## src/rtl/thre_qual_pkg.sv

```systemverilog
package thre_qual_pkg;
  localparam logic [2:0] IID_THRE = 3'b001;

  typedef enum logic {
    TMR_IDLE = 1'b0,
    TMR_RUN  = 1'b1
  } tmr_state_e;
endpackage

```

## src/rtl/thre_fifo_hist.sv

```systemverilog
module thre_fifo_hist #(
  parameter int unsigned LVL_W     = 5,
  parameter int unsigned HEAVY_LVL = 2
) (
  input  logic             clk_i,
  input  logic             rst_ni,
  input  logic [LVL_W-1:0] fifo_level_i,
  output logic             empty_evt_o,
  output logic             hist_o
);
  localparam logic [LVL_W-1:0] HeavyLvl = LVL_W'(HEAVY_LVL);

  logic empty_q, hist_q, empty_now;

  assign empty_now   = (fifo_level_i == '0);
  assign empty_evt_o = empty_now && !empty_q;
  assign hist_o      = hist_q;

  always_ff @(posedge clk_i or negedge rst_ni) begin
    if (!rst_ni) begin
      empty_q <= 1'b1;
      hist_q  <= 1'b0;
    end else begin
      empty_q <= empty_now;
      if (empty_evt_o)                hist_q <= 1'b0;
      else if (fifo_level_i >= HeavyLvl) hist_q <= 1'b1;
    end
  end
endmodule

```

## src/rtl/thre_char_timer.sv

```systemverilog
module thre_char_timer
  import thre_qual_pkg::*;
#(
  parameter int unsigned WLEN_W   = 2,
  parameter int unsigned MIN_DATA = 5,
  parameter int unsigned CNT_W    = 4
) (
  input  logic              clk_i,
  input  logic              rst_ni,
  input  logic              load_i,
  input  logic              cancel_i,
  input  logic              tick_i,
  input  logic [WLEN_W-1:0] word_len_i,
  input  logic              parity_en_i,
  output logic              fire_o,
  output logic              busy_o
);
  tmr_state_e       st_q;
  logic [CNT_W-1:0] cnt_q, span;

  // start bit + data bits + parity, stop bit excluded
  assign span = CNT_W'(1 + MIN_DATA) + CNT_W'(word_len_i) + CNT_W'(parity_en_i);

  assign busy_o = (st_q == TMR_RUN);
  assign fire_o = busy_o && tick_i && (cnt_q == CNT_W'(1)) && !cancel_i && !load_i;

  always_ff @(posedge clk_i or negedge rst_ni) begin
    if (!rst_ni) begin
      st_q  <= TMR_IDLE;
      cnt_q <= '0;
    end else if (load_i) begin
      st_q  <= TMR_RUN;
      cnt_q <= span;
    end else if (cancel_i) begin
      st_q  <= TMR_IDLE;
      cnt_q <= '0;
    end else if (busy_o && tick_i) begin
      if (cnt_q == CNT_W'(1)) begin
        st_q  <= TMR_IDLE;
        cnt_q <= '0;
      end else begin
        cnt_q <= cnt_q - CNT_W'(1);
      end
    end
  end
endmodule

```

## src/rtl/thre_irq_reg.sv

```systemverilog
module thre_irq_reg
  import thre_qual_pkg::*;
(
  input  logic       clk_i,
  input  logic       rst_ni,
  input  logic       set_i,
  input  logic       thr_wr_i,
  input  logic       iir_rd_i,
  input  logic [2:0] iir_id_i,
  output logic       irq_o
);
  logic irq_q, clr;

  assign clr   = thr_wr_i || (iir_rd_i && (iir_id_i == IID_THRE));
  assign irq_o = irq_q;

  always_ff @(posedge clk_i or negedge rst_ni) begin
    if (!rst_ni)    irq_q <= 1'b0;
    else if (clr)   irq_q <= 1'b0;
    else if (set_i) irq_q <= 1'b1;
  end
endmodule

```

## src/rtl/thre_irq_qual.sv

```systemverilog
module thre_irq_qual #(
  parameter int unsigned FIFO_DEPTH = 16,
  parameter int unsigned HEAVY_LVL  = 2,
  parameter int unsigned WLEN_W     = 2,
  parameter int unsigned MIN_DATA   = 5,
  parameter int unsigned LVL_W      = $clog2(FIFO_DEPTH + 1)
) (
  input  logic              clk_i,
  input  logic              rst_ni,
  input  logic [LVL_W-1:0]  fifo_level_i,
  input  logic              thr_wr_i,
  input  logic              iir_rd_i,
  input  logic [2:0]        iir_id_i,
  input  logic [WLEN_W-1:0] word_len_i,
  input  logic              parity_en_i,
  input  logic              bit_tick_i,
  output logic              thre_irq_o
);
  localparam int unsigned MaxSpan = 1 + MIN_DATA + (2 ** WLEN_W - 1) + 1;
  localparam int unsigned CntW    = $clog2(MaxSpan + 1);

  logic empty_evt, hist_q, tmr_load, tmr_cancel, tmr_fire, tmr_busy, irq_set;

  thre_fifo_hist #(.LVL_W(LVL_W), .HEAVY_LVL(HEAVY_LVL)) u_hist (
    .clk_i, .rst_ni, .fifo_level_i,
    .empty_evt_o(empty_evt), .hist_o(hist_q)
  );

  assign tmr_load   = empty_evt && !hist_q && !thr_wr_i;
  assign tmr_cancel = thr_wr_i || (fifo_level_i != '0);

  thre_char_timer #(.WLEN_W(WLEN_W), .MIN_DATA(MIN_DATA), .CNT_W(CntW)) u_tmr (
    .clk_i, .rst_ni,
    .load_i(tmr_load), .cancel_i(tmr_cancel), .tick_i(bit_tick_i),
    .word_len_i, .parity_en_i,
    .fire_o(tmr_fire), .busy_o(tmr_busy)
  );

  assign irq_set = (empty_evt && hist_q) || tmr_fire;

  thre_irq_reg u_irq (
    .clk_i, .rst_ni, .set_i(irq_set),
    .thr_wr_i, .iir_rd_i, .iir_id_i,
    .irq_o(thre_irq_o)
  );
endmodule

```

## config.mk

```make
export PLATFORM = sky130hd
export DESIGN_NAME = thre_irq_qual
export DESIGN_NICKNAME = d
export VERILOG_FILES = /design/src/rtl/thre_qual_pkg.sv /design/src/rtl/thre_fifo_hist.sv /design/src/rtl/thre_char_timer.sv /design/src/rtl/thre_irq_reg.sv /design/src/rtl/thre_irq_qual.sv
export SDC_FILE = /design/constraint.sdc
export NUM_CORES = 1
export LEC_CHECK = 0
export BUFFER_PORTS_ARGS = -buffer_cell sky130_fd_sc_hd__buf_2
export CORE_AREA = 4 4 41 43
export DETAILED_ROUTE_END_ITERATION = 8
export DIE_AREA = 0 0 45 47
export GPL_TIMING_DRIVEN = 0
export SYNTH_ARGS = -nofsm -noshare
export SYNTH_HDL_FRONTEND = slang
export SYNTH_SLANG_ARGS = --single-unit
export TNS_END_PERCENT = 5
```

## constraint.sdc

```tcl
create_clock -name clk_i -period 1.84 [get_ports clk_i]
set_input_delay 0.092 -clock clk_i [delete_from_list [all_inputs] [get_ports clk_i]]
set_output_delay 0.092 -clock clk_i [all_outputs]
set_load 0.1 [all_outputs]
```

==> flow_summary.ini <==
[logic_synthesis]
syn_inst = 52
avgSynthCellArea_sq_um = 9.36
synth_xor_area_share_pct = 0
synth_top_family_by_area = simple AND/OR/NAND/NOR gates
synthAdderAreaFrac_pct = 10.3
synth-simple-area-share_pct = 28.3
synth_mux_area_share_pct = 0
ys_ff_latch = 8
synth_warnings = 0
yosysSeqAreaShare_pct = 41.4
synth_top_area_share_pct = 36.0
synth_area_leader_cell = dfrtp_1
syn_nets = 72
synth_compound_area_share_pct = 15.2
yosysUniqueCellTypes = 22
synthTopCellsByArea = dfrtp_1 36%, ha_1 10%, a211oi_1 7.7%
synth_area_sq_um = 487

[min_path]
hold_path_class = in -> reg
holdPathStages = 3

[placement]
gp_congestion = 0.753
dpl.hpwl_um = 817
place_ws_ps = -197
dpl_cell_area_sq_um = 586
io_buffers = 16

[finish]
mostFrequentLayoutCell = buf_2
final_cell_mix = 16 x buf_2, 7 x nor3_1, 7 x dfrtp_1
fillCellCount = 140
syn2layout_area_growth_pct = 34.7
final_layout_size_suffix_gt1_share_pct = 33.8
num_antenna_cells = 0
fin_area_sq_um = 656
regArea_sq_um = 201
fin_nets = 95
multi_input_area_sq_um = 280

[floorplan]
pin_count = 17
initial_core_util_pct = 37.4
rows = 13
coreArea_sq_mm = 0.00130
die_y_um = 47
fp.dieArea_sq_mm = 0.00212
fp.dieW_um = 45

[critical_path]
end_kind = flop
worstPathRequired_ps = 2010
cp_top_family = simple AND/OR/NAND/NOR gates
path_cells = dlygate4sd3_1 -> buf_2 -> or3_4 -> or4b_4 -> a211oi_2
setup.worst_path.start_class = input port
critPathBufInv = 2
arrival_ps = 1880
worst_path_max_delay_cell = or4b_4
worst-r2r-cell-count = 5
cp_max_fo = 6
worst-path-stages = 5
crit_type = in -> reg
critPathMaxStageDelay_ps = 560

[sta]
fin_crit_sh_pct = 92.9
tns_ps = 0
period_needed_ps = 1710
rsz0062_at_grt = no
max_freq_mhz = 585
finalHoldViolations = 0
worst-slew-pin-transition_ps = 484
fin_worst_skew_ps = 4.06
setup_viol = 0
max_slew_margin_pct = 67.9
final_max_slew_viol_count = 0
fin_ws_ps = 131

[clock_tree]
tritoncts = built
clk_latency_ps = 260
cts.clk_slew.worst_paths_ps = 60
root_buffer = clkbuf_4
numCtsBuffers = 3
cts_max_level = 1
cts.path.max_buffers = 2
cts.sinks = 8

[route]
vias = 467
wl_mm = 1.01
postRouteAntennaNets = 0
wl_per_cell_um = 11.4
first_iter_violations = 0
via_per_inst = 5.25
drt_pass1_iterations = 1
post-route-drc-count = 0

[global_routing]
grt.total_usage_pct = 10.5
antenna_found_initial = 0
grt_pass1_vias = 441
grt_pass1_wl_mm = 1.60
grt-ovfl-total = 0
grt_max_degree = 9

[power]
powerDensity_mw_per_mm2 = 558
p_leak_nw = 0.292
power_w = 0.000366
vdd_ir_drop_max_v = 0.000237

[flow_run]
drv_cap = 0

[status]
status = complete, no violations
## final cells by class
cell class	count	share of cell area, %
sequential	8	30.7
clock buffer	4	4.01
tap	15	2.86
multi-input combinational	38	42.7
timing repair buffer	19	16.8
inverter	5	2.86
## worst min-delay path, stage by stage
cell,delay (ps)
buf_2,70
or4_4,110
nor2_1,40
## per-stage QoR
step | std cells | hold WS [ps] | util (%)
6_report | 89 | 69.7 | 50.4
5_1_grt | 89 | 87.2 | 50.4
4_1_cts | 90 | 66.3 | 49.3
3_5_place_dp | 83 | -55.5 | 45.0
3_3_place_gp | 83 | -55.3 | 45.0
2_1_floorplan | 52 | -204 | -
## power by group
group,leakage [nW],internal (W),switching (W)
clock network,0.0150,0.0000831,0.0000625
logic,0.174,0.0000222,0.0000192
registers,0.103,0.000178,0.00000144
total,0.292,0.000283,0.0000832
## layer usage
layer | up-vias | wire [um] | global-route usage [%]
met5 | - | 0 | 0
met4 | 0 | 17 | 7.02
met3 | 2 | 68 | 2.68
met2 | 15 | 490 | 18.6
met1 | 211 | 435 | 11.0
li1 | 239 | - | -
## cell families (layout without fill, tap and decap cells)
group	after synthesis	in the layout
AO/OA/AOI/OAI	11	11
buffers and inverters	6	28
AND/OR/NAND/NOR	23	23
adder cells (fa/ha/maj)	4	4
flip-flops	8	8
## what timing repair did
action | in CTS | in global routing
endpoints found under the setup margin | 0 | 1
hold endpoints to repair | 10 | 0
setup buffers | 0 | 0
hold buffers | 3 | 0
gates resized for setup | 0 | 4
## sequential cells by signal, indices dropped and copies added (netlist names)
| name | flops |
|---|---|
| u_hist.hist_o | 1 |
| u_tmr.cnt_q | 4 |
| u_irq.irq_o | 1 |
| u_tmr.busy_o | 1 |
| u_hist.empty_q | 1 |
## synthesized netlist by cell type, drive strengths merged
cell type  instances
a211oi             5
a21oi              3
a311o              1
a31oi              1
clkbuf             1
dfrtp              7
dfstp              1
ha                 4
inv                5
nand2              2
nand2b             1
nand3              1
nor2               3
nor2b              1
nor3               7
nor3b              1
nor4bb             1
o21ai              1
or3                2
or4                3
or4b               1
## worst paths after layout
kind | from | to | slack (ps)
setup / recovery | fifo_level_i[0] | u_irq.irq_o$_DFFE_PN0P_ | 130
hold / removal | fifo_level_i[2] | u_hist.empty_q$_DFF_PN1_ | 70
setup reg to reg | u_tmr.cnt_q[1]$_DFFE_PN0P_ | u_irq.irq_o$_DFFE_PN0P_ | 200
hold reg to reg | u_tmr.busy_o$_DFFE_PN0P_ | u_tmr.busy_o$_DFFE_PN0P_ | 590
max in group asynchronous | rst_ni | u_hist.empty_q$_DFF_PN1_ | 1390
min in group asynchronous | rst_ni | u_tmr.cnt_q[0]$_DFFE_PN0P_ | 210
Note: power is estimated with default switching activity, not from simulation.
